`src/rtl/brx_pkg.sv`:
```
package brx_pkg;
  typedef enum logic [1:0] {
    CF_NONE   = 2'b00,
    CF_BRANCH = 2'b01,
    CF_JAL    = 2'b10,
    CF_JALR   = 2'b11
  } cf_op_e;

  localparam logic [2:0] CC_EQ  = 3'b000;
  localparam logic [2:0] CC_NE  = 3'b001;
  localparam logic [2:0] CC_LT  = 3'b100;
  localparam logic [2:0] CC_GE  = 3'b101;
  localparam logic [2:0] CC_LTU = 3'b110;
  localparam logic [2:0] CC_GEU = 3'b111;

  localparam logic [1:0] COST_NONE  = 2'd0;
  localparam logic [1:0] COST_FALL  = 2'd1;
  localparam logic [1:0] COST_TAKEN = 2'd2;
endpackage

```
`src/rtl/brx_compare.sv`:
```
module brx_compare
  import brx_pkg::*;
#(
  parameter int XLEN = 32
) (
  input  logic [XLEN-1:0] opa,
  input  logic [XLEN-1:0] opb,
  input  logic [2:0]      cc,
  output logic            cond_true
);
  localparam int MSB = XLEN - 1;

  // One shared subtractor yields both orderings.
  logic [XLEN:0] diff;
  logic          is_eq;
  logic          lt_u;
  logic          lt_s;

  always_comb begin
    diff  = {1'b0, opa} - {1'b0, opb};
    is_eq = (opa == opb);
    lt_u  = diff[XLEN];
    lt_s  = (opa[MSB] ^ opb[MSB]) ? opa[MSB] : diff[XLEN];
  end

  always_comb begin
    case (cc)
      CC_EQ:   cond_true = is_eq;
      CC_NE:   cond_true = !is_eq;
      CC_LT:   cond_true = lt_s;
      CC_GE:   cond_true = !lt_s;
      CC_LTU:  cond_true = lt_u;
      CC_GEU:  cond_true = !lt_u;
      default: cond_true = 1'b0;
    endcase
  end
endmodule

```
`src/rtl/brx_target.sv`:
```
module brx_target
  import brx_pkg::*;
#(
  parameter int XLEN = 32
) (
  input  cf_op_e          op,
  input  logic [XLEN-1:0] pc,
  input  logic [XLEN-1:0] rs1,
  input  logic [XLEN-1:0] imm,
  input  logic            len16,
  output logic [XLEN-1:0] tgt,
  output logic [XLEN-1:0] link
);
  localparam logic [XLEN-1:0] STEP_HALF = XLEN'(2);
  localparam logic [XLEN-1:0] STEP_FULL = XLEN'(4);

  logic [XLEN-1:0] base;
  logic [XLEN-1:0] sum;

  always_comb begin
    base = (op == CF_JALR) ? rs1 : pc;
    sum  = base + imm;
    if (op == CF_JALR) tgt = {sum[XLEN-1:1], 1'b0};
    else               tgt = sum;
    link = pc + (len16 ? STEP_HALF : STEP_FULL);
  end
endmodule

```
`src/rtl/brx_redirect_ctrl.sv`:
```
module brx_redirect_ctrl
  import brx_pkg::*;
(
  input  logic       clk,
  input  logic       rst_n,
  input  logic       ex_valid,
  input  cf_op_e     op,
  input  logic       cond_true,
  input  logic       mem_stall,
  input  logic       if_valid,
  input  logic       if_err,
  output logic       redirect,
  output logic       taken,
  output logic       link_we,
  output logic [1:0] cost,
  output logic       slot_valid,
  output logic       slot_err
);
  logic is_jump;
  logic hit;
  logic slot_en;
  logic slot_valid_d, slot_err_d;
  logic slot_valid_q, slot_err_q;

  always_comb begin
    is_jump  = (op == CF_JAL) || (op == CF_JALR);
    hit      = ex_valid && (is_jump || ((op == CF_BRANCH) && cond_true));
    taken    = hit;
    redirect = hit && !mem_stall;
    link_we  = ex_valid && is_jump && !mem_stall;
    if (!ex_valid || (op == CF_NONE)) cost = COST_NONE;
    else if (hit)                     cost = COST_TAKEN;
    else                              cost = COST_FALL;
  end

  // Next state of the younger-instruction slot.
  always_comb begin
    slot_en = !mem_stall;
    if (redirect) begin
      slot_valid_d = 1'b0;
      slot_err_d   = 1'b0;
    end else begin
      slot_valid_d = if_valid;
      slot_err_d   = if_err;
    end
  end

  always_ff @(posedge clk or negedge rst_n) begin
    if (!rst_n) begin
      slot_valid_q <= 1'b0;
      slot_err_q   <= 1'b0;
    end else if (slot_en) begin
      slot_valid_q <= slot_valid_d;
      slot_err_q   <= slot_err_d;
    end
  end

  assign slot_valid = slot_valid_q;
  assign slot_err   = slot_err_q;

  AST_SLOT_FLUSHED: assert property (@(posedge clk) disable iff (!rst_n)
    redirect |=> (!slot_valid_q && !slot_err_q));
  AST_SLOT_FROZEN: assert property (@(posedge clk) disable iff (!rst_n)
    mem_stall |=> ($stable(slot_valid_q) && $stable(slot_err_q)));
endmodule

```
`src/rtl/branch_resolve_redirect.sv`:
```
module branch_resolve_redirect
  import brx_pkg::*;
#(
  parameter int XLEN = 32
) (
  input  logic            clk,
  input  logic            rst_n,
  input  logic            ex_valid,
  input  logic [1:0]      ex_op,
  input  logic [2:0]      ex_funct3,
  input  logic            ex_len16,
  input  logic [XLEN-1:0] ex_pc,
  input  logic [XLEN-1:0] ex_rs1,
  input  logic [XLEN-1:0] ex_rs2,
  input  logic [XLEN-1:0] ex_imm,
  input  logic            mem_stall,
  input  logic            if_valid,
  input  logic            if_err,
  output logic            redirect,
  output logic [XLEN-1:0] redirect_addr,
  output logic            taken,
  output logic [1:0]      cf_cost,
  output logic            link_we,
  output logic [XLEN-1:0] link_wdata,
  output logic            slot_valid,
  output logic            slot_err
);
  cf_op_e op;
  logic   cond_true;

  assign op = cf_op_e'(ex_op);

  brx_compare #(.XLEN(XLEN)) u_cmp (
    .opa       (ex_rs1),
    .opb       (ex_rs2),
    .cc        (ex_funct3),
    .cond_true (cond_true)
  );

  brx_target #(.XLEN(XLEN)) u_tgt (
    .op    (op),
    .pc    (ex_pc),
    .rs1   (ex_rs1),
    .imm   (ex_imm),
    .len16 (ex_len16),
    .tgt   (redirect_addr),
    .link  (link_wdata)
  );

  brx_redirect_ctrl u_ctl (
    .clk        (clk),
    .rst_n      (rst_n),
    .ex_valid   (ex_valid),
    .op         (op),
    .cond_true  (cond_true),
    .mem_stall  (mem_stall),
    .if_valid   (if_valid),
    .if_err     (if_err),
    .redirect   (redirect),
    .taken      (taken),
    .link_we    (link_we),
    .cost       (cf_cost),
    .slot_valid (slot_valid),
    .slot_err   (slot_err)
  );

  AST_JALR_EVEN: assert property (@(posedge clk) disable iff (!rst_n)
    (redirect && (op == CF_JALR)) |-> !redirect_addr[0]);
  AST_FAILED_BRANCH_QUIET: assert property (@(posedge clk) disable iff (!rst_n)
    (ex_valid && (op == CF_BRANCH) && !cond_true) |-> (!redirect && cf_cost == COST_FALL));
  AST_REDIRECT_COSTS_TWO: assert property (@(posedge clk) disable iff (!rst_n)
    redirect |-> (cf_cost == COST_TAKEN));
  AST_STALL_BLOCKS: assert property (@(posedge clk) disable iff (!rst_n)
    mem_stall |-> (!redirect && !link_we));
endmodule

```
`config.mk`:
```
export PLATFORM = sky130hd
export DESIGN_NAME = branch_resolve_redirect
export DESIGN_NICKNAME = d
export VERILOG_FILES = /design/src/rtl/brx_pkg.sv /design/src/rtl/brx_compare.sv /design/src/rtl/brx_target.sv /design/src/rtl/brx_redirect_ctrl.sv /design/src/rtl/branch_resolve_redirect.sv
export SDC_FILE = /design/constraint.sdc
export NUM_CORES = 1
export LEC_CHECK = 0
export ABC_CLOCK_PERIOD_IN_PS = 5500
export BUFFER_PORTS_ARGS = -buffer_cell sky130_fd_sc_hd__buf_2
export CAP_MARGIN = 20
export CORE_MARGIN = 4
export CORE_UTILIZATION = 46
export CTS_CLUSTER_DIAMETER = 200
export DETAILED_ROUTE_END_ITERATION = 10
export GPL_TIMING_DRIVEN = 0
export PLACE_DENSITY = 0.84
export SLEW_MARGIN = 10
export SYNTH_ARGS = -nofsm -noshare
export SYNTH_HDL_FRONTEND = slang
export SYNTH_SLANG_ARGS = --single-unit
export TNS_END_PERCENT = 100
```
`constraint.sdc`:
```
create_clock -name clk -period 5.5 [get_ports clk]
set_input_delay 1.1 -clock clk [delete_from_list [all_inputs] [get_ports clk]]
set_output_delay 1.1 -clock clk [all_outputs]
set_load 0.1 [all_outputs]
```
# After elaboration in Yosys (flattened, before gate mapping)
# Index checks and enable logic that the tools add are counted.
dict set report word_totals {
  reg_bits 2
  inputBits 140
  elab_cells 39
}
dict set report classes {
  n_eq_ne 9
  n_bitwise 1
  n_addsub 3
  n_reduce_logical 15
  n_mux 9
}
# operator n
set ops {}
lappend ops {{adder 32 bit} 2}
lappend ops {{subtractor 32 x 32 -> 33 bit} 1}
lappend ops {{equality test 32 bit} 1}
lappend ops {{2-to-1 mux 32 bit} 1}
lappend ops {{equality test 3 bit, second input constant} 4}
lappend ops {{one-hot mux 1 bit (6 select lines)} 1}
lappend ops {{logical AND 1 bit} 5}
lappend ops {{logical NOT 1 bit} 5}
lappend ops {{equality test 2 bit, second input constant} 2}
lappend ops {{2-to-1 mux 1 bit} 4}
lappend ops {{2-to-1 mux 2 bit} 2}
lappend ops {{equality test 3 x 1 -> 1 bit, second input constant} 1}
lappend ops {{logical NOT 3 bit} 1}
lappend ops {{logical OR 1 bit} 3}
lappend ops {{2-to-1 mux 3 bit} 1}
lappend ops {{equality test 2 x 1 -> 1 bit, second input constant} 1}
lappend ops {{logical NOT 2 bit} 1}
lappend ops {{bitwise XOR 1 bit} 1}

# Longest topological paths before layout
dict set report logic_depth {
  depth_word 9
  ltp_mapped 14
  ltp_nobuf 13
}

# Hierarchy
# A second synthesis with hierarchy kept.
dict set report unflattened {
  cells_unflattened 495
  hier_area_um2 3702.3
}
# mod area_each_um2 n_inst cells_each
set by_module_without_submodules {}
lappend by_module_without_submodules {brx_target 2665.1 1 355}
lappend by_module_without_submodules {brx_compare 907.1 1 126}
lappend by_module_without_submodules {brx_redirect_ctrl 130.1 1 14}

# Worst setup path before layout
# No wires, ideal clock.
dict set report synth_timing {
  path_type {input port to output port}
  startpoint {input port ex_op[0]}
  endpoint {output port redirect_addr[29]}
  cell_stages 12
  slack_ps -1324
  arrival_ps 5724
  cell_sequence {nand2_1 clkbuf_1 mux2_2 ha_1 and3_1 nand2_1 or2_0 a211oi_2 o221ai_2 a211oi_2 o21ai_0 a211oi_1}
}
dict set report synth_between {
  elab_chain_len 3
}
# item line
set synth_lines {}
lappend synth_lines {{from (decl)} branch_resolve_redirect.sv:9} ;# input logic [1:0] ex_op,
lappend synth_lines {{equality test 2 bit} brx_target.sv:21} ;# base = (op == CF_JALR) ? rs1 : pc;
lappend synth_lines {{2-to-1 mux 32 bit} brx_target.sv:21}
lappend synth_lines {{adder 32 bit} brx_target.sv:22} ;# sum = base + imm;
lappend synth_lines {{to (decl)} branch_resolve_redirect.sv:20} ;# output logic [XLEN-1:0] redirect_addr,
# No other way between the ends.

# Final worst setup path
dict set report layout_timing {
  startpoint {input port ex_op[1]}
  endpoint {output port redirect_addr[29]}
}
# The elaborated chain is that of the path after synthesis.

==> metrics.txt <==
Synth-to-Final Area Change 47.6%; commonest non-fill, non-tap cell in the layout buf_2; Post-Syn Instances 477; HPWL after DPL 11000 microns; Skew-Pair Late Insertion Delay 210 ps; CTS root buffer clkbuf_8; Worst VDD drop 0.202 mV; largest net degree at the start of global routing 11; vias in the first global route 4418; outcome finished, final reports clean; Synthesis Warnings 0; routed vias 4403; final clock skew 0 ps; Vias/cell 5.59; initial antenna violation count 0; Rows 31; Util after Layout 70.5%; pwr dens 255 nW/um^2; # Max-Cap Violations 0; crit path DAT 4290 ps; Die W 95.3 microns; final worst path period share 97.9%; Sw Share 70.3%; cts bufs inserted 3; Core Region 7330 sq um; required time of the critical path 4400 ps; distinct cell type count of the synthesized netlist 50; CP endpoint kind primary output; Syn Area/Cell 7.34 sq um; synthesized area 3500 sq um; Final Setup Violations 0; Die ar. 9070 sq um; CTS tree built; peak fanout along the critical path 10; Lkg Pwr 2.71 nW; Fillers 603; GRT Total Usage 26.2%; Die H 95.3 microns; # diodes 0; slew margin rel. 61.2%; hold crit path type flop to flop; TritonCTS Sinks 2; number of synthesized flops with an enable pin 0; max incr delay on CP 370 ps; async set-reset flop share out of synthesis 100%; Initial DRT Pass Iterations 5; Final Max Tran Viols 0; H-tree Lvls 1; Post-synth top flop dfrtp_1; clock tree buffer depth 2; clock share of power 4.4%; DRT Wirelength 12900 microns; Multi-input gate area 3590 sq um; # DRC 0; placer congestion estimate 0.879; Overall Power 0.00132 W; WL per Instance 16.4 microns; DRT antenna net count 0; # hold bufs at CTS 0; FF+latch area 50.0 sq um; commonest non-fill, non-tap cells in the layout buf_2 (200), ha_1 (59), inv_1 (49); Int Pwr 0.000391 W; Clk pin slew, worst setup/hold paths 30 ps; global-route wire length before repair 19400 microns; Congestion Overflow GR 0; Seq pwr share 1.3%; CP Launch Type input pin; PortBufs 210; Tightest Pin Transition 580 ps; Max Freq 186 MHz; sequential area share after synthesis 1.43%; Nets 898; net count after synthesis 684; Sw Pwr 0.000926 W; Synth Register Bits 2; I/O pin cnt 211; layout cells sized above 1 43.4%; Comb power frac 94.3%; WS Path Type input pin to primary output; crit path time final 5390 ps; slowest cell on the critical path ha_1; Initial DRC Count 199; Initial Utilization 47.8%; Hold Violations, Final 0; Cell Chain, Critical Path buf_2 -> nand2_4 -> clkbuf_8 -> mux2_2 -> ha_1 -> o21ai_0 -> o21ai_1 -> nand3b_1 -> a211oi_2 -> o221ai_2 -> a211oi_2 -> o21ai_1 -> a211oi_4 -> buf_12
synthesized netlist by cell type, types with 2 or more instances:
cell	n	area share [%]
inv_1	49	5.3
nor2_1	32	3.4
o21ai_0	23	3.3
o31ai_1	2	0.43
nand3_1	16	2.3
o21a_1	5	1.1
a21boi_0	2	0.43
a31oi_1	3	0.54
a21o_1	19	4.1
xnor2_1	41	10
and3_1	10	1.8
fa_1	2	1.1
nand4_1	16	2.9
a211oi_2	4	1.4
a211oi_1	6	1.3
nand2b_1	4	0.71
o211a_1	2	0.57
o21bai_1	4	0.86
o211ai_1	5	1.1
dfrtp_1	2	1.4
nor3_1	6	0.86
mux2_2	32	10
a21oi_1	37	5.3
o311ai_1	2	0.50
a22oi_1	2	0.43
and4_1	3	0.75
nor2b_1	4	0.71
ha_1	65	23
xor2_1	15	3.8
and2_1	5	0.89
clkbuf_1	5	0.54
nand3b_1	4	0.86
nand2_1	33	3.5
power groups by stage:
stage / logic [W] / clock network [W] / registers [W]
6_report: 0.00124 / 0.0000578 / 0.0000177
3_5_place_dp: 0.00117 / 0 / 0.0000178
2_1_floorplan: 0.000946 / 0 / 0.0000305
4_1_cts: 0.00120 / 0.0000580 / 0.0000176
3_3_place_gp: 0.00115 / 0 / 0.0000178
5_1_grt: 0.00130 / 0.0000603 / 0.0000177
worst paths after layout:
kind / cells after the start / to / from / slack [ps]
min in group asynchronous: 1 / u_ctl.slot_valid / rst_n / 670
worst max-delay path: 14 / redirect_addr[29] / ex_op[1] / 110
worst min-delay path: 2 / u_ctl.slot_valid / u_ctl.slot_valid / 520
max in group asynchronous: 1 / u_ctl.slot_err / rst_n / 4740
worst max register to register: 2 / u_ctl.slot_err / u_ctl.slot_err / 4710
worst min register to register: 2 / u_ctl.slot_valid / u_ctl.slot_valid / 520
registers in the layout, summed over array words and instances (netlist names):
name,count
u_ctl.slot_valid,1
u_ctl.slot_err,1
layout make-up:
| cell class | count | area share [%] |
|---|---|---|
| flip-flops and latches | 2 | 0.968 |
| multi-input cells | 420 | 69.4 |
| repair buffers | 211 | 22.0 |
| inverters | 49 | 3.56 |
| clock buffers | 3 | 0.799 |
| plain buffers | 4 | 0.944 |
| well taps | 99 | 2.40 |
repair_timing:
item / in CTS / in global routing
gates cloned: 0 / 0
gates resized for setup: 33 / 32
pin swaps: 2 / 5
buffers inserted: 0 / 1
setup endpoints to repair: 21 / 13
metal layers:
layer	track usage [%]	share of wire, %	up-vias
met3	3.47	7.7	26
met4	6.97	2.0	0
met5	0	0	-
met2	51.8	53	180
met1	28.8	37	2041
li1	-	-	2156
per-stage QoR:
stage	std cells	TNS [ps]	hold slack, ps	setup WS (ps)	instance area, sq um
floorplan	477	-694	804	-311	3720
global placement	786	-8680	511	-806	4890
global route	788	-5.23	567	-5.23	5170
detailed placement	786	-9500	531	-867	4890
finish	788	0	525	115	5170
CTS	788	0	528	13.1	5040
kinds of logic (layout without fill, tap and decap cells):
logic type / Yosys count / count (layout) / share of synthesized area [%]
AO/OA/AOI/OAI: 125 / 125 / 23.7
adder cells (fa/ha/maj): 67 / 67 / 24.4
AND/OR/NAND/NOR: 139 / 139 / 19.9
multiplexers: 33 / 33 / 10.6
XOR/XNOR: 56 / 56 / 14.0
buffers and inverters: 55 / 267 / 6.00
flip-flops: 2 / 2 / 1.43
critical path: cells and delay by family:
family / cells / cell delay (ps)
buffers and inverters: 3 / 570
AO/OA/AOI/OAI: 7 / 1600
AND/OR/NAND/NOR: 2 / 300
multiplexers: 1 / 350
adder cells (fa/ha/maj): 1 / 370
Power figures use the tool's default switching activity.
